--- src/rtl/eff_addr_gen.sv ---
module eff_addr_gen #(
  parameter int AW = 32,
  parameter int OW = 16,
  parameter int RW = 5
) (
  input  logic          clk,
  input  logic          rst_n,
  input  logic          req_valid,
  input  logic [3:0]    mode,
  input  logic [1:0]    item_size,
  input  logic [RW-1:0] base_sel,
  input  logic [AW-1:0] base_val,
  input  logic [AW-1:0] index_val,
  input  logic [AW-1:0] next_pc,
  input  logic [OW-1:0] offset,
  input  logic [AW-1:0] abs_addr,
  input  logic [AW-1:0] lo_bound,
  input  logic [AW-1:0] hi_bound,
  input  logic          bound_en,
  input  logic          fault,
  output logic          out_valid,
  output logic [AW-1:0] ea,
  output logic          wb_en,
  output logic [AW-1:0] wb_val,
  output logic          bound_err
);
  localparam logic [3:0] M_ABS    = 4'd0;
  localparam logic [3:0] M_RIND   = 4'd1;
  localparam logic [3:0] M_BOFF   = 4'd2;
  localparam logic [3:0] M_BIDX   = 4'd3;
  localparam logic [3:0] M_BIDXO  = 4'd4;
  localparam logic [3:0] M_SCALE  = 4'd5;
  localparam logic [3:0] M_PCREL  = 4'd6;
  localparam logic [3:0] M_POSTI  = 4'd7;
  localparam logic [3:0] M_PRED   = 4'd8;

  logic [AW-1:0] base_eff, off_ext, step, scaled_idx;
  logic [AW-1:0] ea_nxt, wb_nxt;
  logic          auto_mode, out_of_range;

  assign base_eff   = (base_sel == '0) ? '0 : base_val;
  assign off_ext    = {{(AW-OW){offset[OW-1]}}, offset};
  assign step       = AW'(1) << item_size;
  assign scaled_idx = index_val << item_size;
  assign auto_mode  = (mode == M_POSTI) || (mode == M_PRED);
  assign out_of_range = (index_val < lo_bound) || (index_val > hi_bound);

  always_comb begin
    ea_nxt = '0;
    wb_nxt = base_eff;
    unique case (mode)
      M_ABS:   ea_nxt = abs_addr;
      M_RIND:  ea_nxt = base_eff;
      M_BOFF:  ea_nxt = base_eff + off_ext;
      M_BIDX:  ea_nxt = base_eff + index_val;
      M_BIDXO: ea_nxt = base_eff + index_val + off_ext;
      M_SCALE: ea_nxt = base_eff + scaled_idx;
      M_PCREL: ea_nxt = next_pc + off_ext;
      M_POSTI: begin
        ea_nxt = base_eff;
        wb_nxt = base_eff + step;
      end
      M_PRED: begin
        ea_nxt = base_eff - step;
        wb_nxt = base_eff - step;
      end
      default: ea_nxt = '0;
    endcase
  end

  always_ff @(posedge clk) begin
    if (!rst_n) begin
      out_valid <= 1'b0;
      ea        <= '0;
      wb_en     <= 1'b0;
      wb_val    <= '0;
      bound_err <= 1'b0;
    end else begin
      out_valid <= req_valid;
      if (req_valid) begin
        ea     <= ea_nxt;
        wb_val <= wb_nxt;
      end
      wb_en     <= req_valid && auto_mode && !fault;
      bound_err <= req_valid && (mode == M_SCALE) && bound_en && out_of_range;
    end
  end
endmodule


--- config.mk ---
export PLATFORM = sky130hd
export DESIGN_NAME = eff_addr_gen
export DESIGN_NICKNAME = d
export VERILOG_FILES = /design/src/rtl/eff_addr_gen.sv
export SDC_FILE = /design/constraint.sdc
export NUM_CORES = 1
export LEC_CHECK = 0
export ABC_CLOCK_PERIOD_IN_PS = 11700
export BUFFER_PORTS_ARGS = -buffer_cell sky130_fd_sc_hd__buf_2
export CORE_MARGIN = 1
export CORE_UTILIZATION = 55
export DETAILED_ROUTE_END_ITERATION = 16
export PLACE_DENSITY = 0.88
export SLEW_MARGIN = 40
export SYNTH_ARGS = -nofsm -noshare
export SYNTH_HDL_FRONTEND = slang
export SYNTH_SLANG_ARGS = --single-unit
--- constraint.sdc ---
create_clock -name clk -period 11.7 [get_ports clk]
set_input_delay 0.585 -clock clk [delete_from_list [all_inputs] [get_ports clk]]
set_output_delay 0.585 -clock clk [all_outputs]
set_load 0.005 [all_outputs]
==> flow_summary.ini, run 1 <==
[sta]
fmax_mhz = 118
final-hold-violation-count = 0
actual_transition_at_the_worst_max_transition_pin_ns = 0.867
maxSlewHeadroom_pct = 42.2
rsz0062_at_grt = false
min_period_ns = 8.46
finalCritPeriodShare_pct = 72.3
setup-violations-final = 0
fin_setup_tns_ns = 0
finalClockSkew_ns = 0
slew_violations = 0
setup_ws_final_ns = 3.24

[power]
power_frac_clock_pct = 22.0
sequential_group_share_of_total_power_pct = 18.2
peakVddDrop_mv = 0.0700
power_density_nw_per_um2 = 84.1
power.switching_fraction_pct = 47.1
total_leakage_power_uw = 0.00728
intPower_uw = 727
combinationalPowerShare_pct = 59.8
total_switching_power_uw = 648

[route]
vias_per_cell = 6.83
route.vias.total = 17716
total_wirelength_of_the_detailed_routed_design_mm = 61.6
route.detailed.wl_per_inst_um = 23.8
postRouteAntennaNets = 0
drc_errors = 0
initialDrtViolationCount = 2797
dr.pass1.iters = 6

[setup_path]
required_ns = 11.95
crit_path_start_kind = input port
cp-end-kind = flop
timing_worst_setup_path_type = in -> reg
worst-r2r-setup-slack_ns = 9.68
crit_path_max_fanout = 29
slowest_delay_ns = 0.74
worstReg2RegEnd = ea[30]
reg2reg_depth = 7
cp_common_cell = sky130_fd_sc_hd__ha_1
crit_arrival_ns = 8.71
reg2reg_from = ea[30]
critical_path.slowest_cell = sky130_fd_sc_hd__o311ai_0

[clock_tree]
cts_inserted_buffers = 9
post_cts.resized_instances = 0
postCtsSetupBuffers = 0
cts_max_level = 3
tritoncts = yes
cts.reportedPaths.clkPinSlew_ns = 0.07
cts-root-buf = sky130_fd_sc_hd__clkbuf_16
hold_buffers = 0
source_to_sink_clock_delay_at_the_later_pin_of_the_worst_skew_pair_ns = 0.36
cts_num_sinks = 67
clock_tree.buffer_depth = 2

[placement]
place_worst_setup_slack_ns = 3.05
hpwl_mm = 48.9
portBuffers = 290
gpl.final_weighted_congestion = 0.997
dp.cells = 2575

[die]
die_x_um = 165
floorplan.core_area_um2 = 26100
design.portCount = 291
die_area_um2 = 27100
die_h_um = 165
placement_rows = 59
floorplan.initialDensity_pct = 55.9

[logic_synthesis]
synth_area_um2 = 14600
async_reset_ff_share_pct = 0
mean_cell_area_of_the_mapped_netlist_um2 = 7.03
ys_warn_count = 0
synth_edf_count = 0
synthesis.nets = 2446
ys.flop_type = sky130_fd_sc_hd__dfxtp_1
synth.area.top_cells = sky130_fd_sc_hd__ha_1 13%, sky130_fd_sc_hd__dfxtp_1 9.2%, sky130_fd_sc_hd__a21oi_1 6.6%
synth_top_cells_by_count = 191 x sky130_fd_sc_hd__a21oi_1, 184 x sky130_fd_sc_hd__nor2_1, 169 x sky130_fd_sc_hd__nand2_1, 147 x sky130_fd_sc_hd__o21ai_0, 146 x sky130_fd_sc_hd__ha_1
synth_top_area_share_pct = 12.5
yosys.cell_count.top_type = sky130_fd_sc_hd__a21oi_1
synth.ff_latch_count = 67
synth_area_leader_cell = sky130_fd_sc_hd__ha_1
syn_inst = 2074
synth.yosys.seq_area_share_pct = 9.20
synth_cell_type_count = 106

[final_layout]
syn_to_final_growth_pct = 12.1
fin_nets = 2623
layout.cells.non_filler = 2592
drive_gt1_share_pct = 18.4

[global_route]
global_route.usage.total_pct = 44.5
first_pass_grt_wire_length_mm = 91.4
grt_pass1_vias = 15613
antenna_found_initial = 2
grt-ovfl-total = 0
grt_start_max_net_pins = 62

[hold_path]
min_from = fault
hold_path_stages = 2
timing.hold.worst_endpoint = wb_en
worstHoldPathType = in -> reg

[run]
max_cap_viol_count = 0

[status]
status = finished, final reports clean
[kinds of logic (layout without fill, tap and decap cells)]
kind of cell | count (synthesis) | count (layout) | synth area share (%)
buffers and inverters | 273 | 455 | 7.34
other | 0 | 1 | 0
flip-flops | 67 | 67 | 9.20
AND/OR/NAND/NOR | 643 | 643 | 21.4
multiplexers | 63 | 63 | 6.51
adder cells (fa/ha/maj) | 155 | 155 | 13.3
AO/OA/AOI/OAI | 731 | 731 | 33.6
XOR/XNOR | 142 | 142 | 8.59
[critical path, delay by kind of cell]
| kind | cells | cell delay (ns) |
|---|---|---|
| AOI/OAI and AO/OA | 14 | 3.77 |
| xor gates and xnor gates | 3 | 0.72 |
| adders and majority gates | 3 | 0.85 |
| buffers and inverters | 2 | 0.25 |
| and+or+nand+nor | 8 | 2.51 |
[state kept, by name, indices dropped and copies added, names as in the netlist]
signal	cells
ea	32
wb_val	32
bound_err	1
out_valid	1
wb_en	1
[cells in the final DEF, fill, tap and decap left out, drive strengths merged, types with 28 or more instances in the layout]
| cell type | instances |
|---|---|
| nand2b | 39 |
| nor3 | 32 |
| a31oi | 29 |
| nor2 | 186 |
| o21ai | 157 |
| nand3 | 44 |
| xor2 | 35 |
| buf | 310 |
| a21o | 49 |
| nand2 | 169 |
| nand4 | 30 |
| inv | 129 |
| o22ai | 32 |
| a221oi | 30 |
| nor2b | 37 |
| dfxtp | 67 |
| o211ai | 28 |
| a211oi | 34 |
| a21oi | 194 |
| mux2i | 34 |
| ha | 146 |
| xnor2 | 107 |
[power groups by stage]
stage | sequential (uW) | clock, uW | combinational, uW
CTS | 249 | 300 | 787
global placement | 254 | 0 | 769
floorplan | 253 | 0 | 530
finish | 250 | 303 | 822
detailed placement | 254 | 0 | 782
global route | 250 | 311 | 876
[per-layer routing]
| metal | GRT usage, % | up-vias | wire [um] |
|---|---|---|---|
| li1 | - | 8027 | - |
| met1 | 64.4 | 8282 | 26200 |
| met2 | 63.3 | 1290 | 25000 |
| met3 | 12.4 | 115 | 8710 |
| met4 | 12.6 | 2 | 1710 |
| met5 | 0 | - | 12 |
[metrics by stage]
step / utilization, % / power (uW) / cell area, um2 / hold slack [ns]
after floorplan: - / 783 / 14600 / 0.449
after global placement: 61.4 / 1020 / 16000 / 0.437
after detailed placement: 61.5 / 1040 / 16000 / 0.449
after CTS: 62.7 / 1340 / 16300 / 0.391
after global routing: 62.7 / 1440 / 16300 / 0.391
final: 62.7 / 1380 / 16300 / 0.391
[area by class of cell]
cell class                      instances  area, um2
Antenna cell                            1       2.50
Clock buffer                           11        253
Clock inverter                          5       60.1
Fill cell                            2403       9720
Inverter                              129        484
Multi-Input combinational cell       1734      12200
Sequential cell                        67       1340
Tap cell                              335        419
Timing Repair Buffer                  310       1610
[how the worst max path moves through the flow]
stage          endpoint  slack (ns)        start
6_report         ea[31]        3.24  base_sel[0]
5_1_grt          ea[31]        2.78  base_sel[0]
3_5_place_dp     ea[31]        3.05  base_sel[0]
2_1_floorplan    ea[31]        3.95  base_sel[0]
3_3_place_gp     ea[31]        3.34  base_sel[0]
4_1_cts          ea[31]        3.42  base_sel[0]
No activity file was read; power rests on OpenSTA's default activity.
==> run 2: changes to the inputs <==
ABC_CLOCK_PERIOD_IN_PS = 7400   (was 11700)
CORE_UTILIZATION = 53   (was 55)
clock period = 7.4 ns   (was 11.7 ns; I/O delays follow)
==> flow_summary.ini, run 2 (synthesis results as in run 1) <==
[sta]
finalClockSkew_ns = 0
rsz0062_at_grt = false
slew_violations = 0
final-hold-violation-count = 0
min_period_ns = 6.89
fin_setup_tns_ns = 0
maxSlewHeadroom_pct = 43.5
actual_transition_at_the_worst_max_transition_pin_ns = 0.847
setup-violations-final = 0
fmax_mhz = 145
finalCritPeriodShare_pct = 93.2

[hold_path]
worstHoldPathType = in -> reg

[setup_path]
required_ns = 7.64
crit_path_max_fanout = 6
timing_worst_setup_path_type = in -> reg
slowest_delay_ns = 0.51
crit_path_start_kind = input port
cp-end-kind = flop
crit_arrival_ns = 7.13
worst-r2r-setup-slack_ns = 5.29
cp_common_cell = sky130_fd_sc_hd__ha_1
critical_path.slowest_cell = sky130_fd_sc_hd__o311ai_1

[clock_tree]
source_to_sink_clock_delay_at_the_later_pin_of_the_worst_skew_pair_ns = 0.36
cts-root-buf = sky130_fd_sc_hd__clkbuf_16
postCtsSetupBuffers = 0
tritoncts = yes
clock_tree.buffer_depth = 2
cts_max_level = 3
cts_inserted_buffers = 9
hold_buffers = 0
cts_num_sinks = 67
cts.reportedPaths.clkPinSlew_ns = 0.06
post_cts.resized_instances = 0

[power]
combinationalPowerShare_pct = 59.7
report.power.total_uw = 2200
power_density_nw_per_um2 = 134
total_leakage_power_uw = 0.00735
power_frac_clock_pct = 22.3
power.switching_fraction_pct = 46.5
total_switching_power_uw = 1020
sequential_group_share_of_total_power_pct = 17.9
peakVddDrop_mv = 0.0867
intPower_uw = 1180

[die]
die_x_um = 168
floorplan.core_area_um2 = 27000
floorplan.initialDensity_pct = 54.1
design.portCount = 291
die_area_um2 = 28200
die_h_um = 168
placement_rows = 60

[final_layout]
postLayoutCoreUtil_pct = 61.1
layout_commonest_cell = sky130_fd_sc_hd__buf_2
finish.instance_area_um2 = 16500
fin_nets = 2637
reg.largest.list = ea (32), wb_val (32)
layout.cells.most_common_list = 289 x sky130_fd_sc_hd__buf_2, 191 x sky130_fd_sc_hd__a21oi_1, 183 x sky130_fd_sc_hd__nor2_1, 166 x sky130_fd_sc_hd__nand2_1, 147 x sky130_fd_sc_hd__o21ai_0
filler_cells_inserted = 2447
syn_to_final_growth_pct = 13.1
drive_gt1_share_pct = 18.9

[route]
total_wirelength_of_the_detailed_routed_design_mm = 64.2
dr.pass1.iters = 7
drc_errors = 0
vias_per_cell = 6.89
route.detailed.wl_per_inst_um = 24.6
postRouteAntennaNets = 0
initialDrtViolationCount = 2869
route.vias.total = 17992

[global_route]
antenna_found_initial = 3
grt_pass1_vias = 16118
global_route.usage.total_pct = 43.9
first_pass_grt_wire_length_mm = 94.5
grt_start_max_net_pins = 68
grt-ovfl-total = 0

[placement]
placedInstanceArea_um2 = 16100
gpl.final_weighted_congestion = 1.04
hpwl_mm = 50.4
portBuffers = 290

[status]
status = finished, final reports clean

[run]
max_cap_viol_count = 0
[run 2: final cells by class]
cell class              count  area [um2]  area share [%]
clock inverters             2        60.1           0.365
clock buffers              13         250            1.52
multi-input cells        1734       12200            74.0
inverters                 129         484            2.94
repair buffers            324        1710            10.4
well taps                 341         427            2.59
diodes                      2        5.00          0.0304
flip-flops and latches     67        1340            8.14
[run 2: routing by layer]
layer	part of all wire, %	global-route usage, %	routed length, um
met1	43	64.1	27500
met2	41	63.2	26100
met3	14	9.99	8830
met4	2.7	13.2	1750
met5	0.020	0	13
[run 2: power groups by stage]
stage / registers (uW) / logic (uW) / clock network, uW
final: 395 / 1320 / 492
after global routing: 396 / 1400 / 504
after CTS: 394 / 1250 / 488
after detailed placement: 402 / 1250 / 0
after global placement: 402 / 1220 / 0
after floorplan: 401 / 838 / 0
[run 2: per-stage QoR]
stage	worst slack, ns	instances	hold slack, ns
CTS	0.385	2610	0.177
floorplan	0.000165	2074	0.449
finish	0.507	2612	0.176
detailed placement	0.0457	2595	0.460
global placement	0.246	2595	0.436
global route	0.191	2612	0.189
[run 2: worst max-delay path: cells and delay by family]
family	cells	cell delay (ns)
fa+ha+maj	3	0.90
buf+inv	2	0.22
xor+xnor	3	0.78
simple gates	8	1.56
compound gates	14	3.29
[run 2: worst paths after layout]
path	from	cells after the start	end
worst max-delay path	base_sel[0]	30	ea[31]
worst min-delay path	fault	2	wb_en
worst max register to register	ea[30]	7	ea[30]
worst min register to register	ea[24]	2	ea[24]
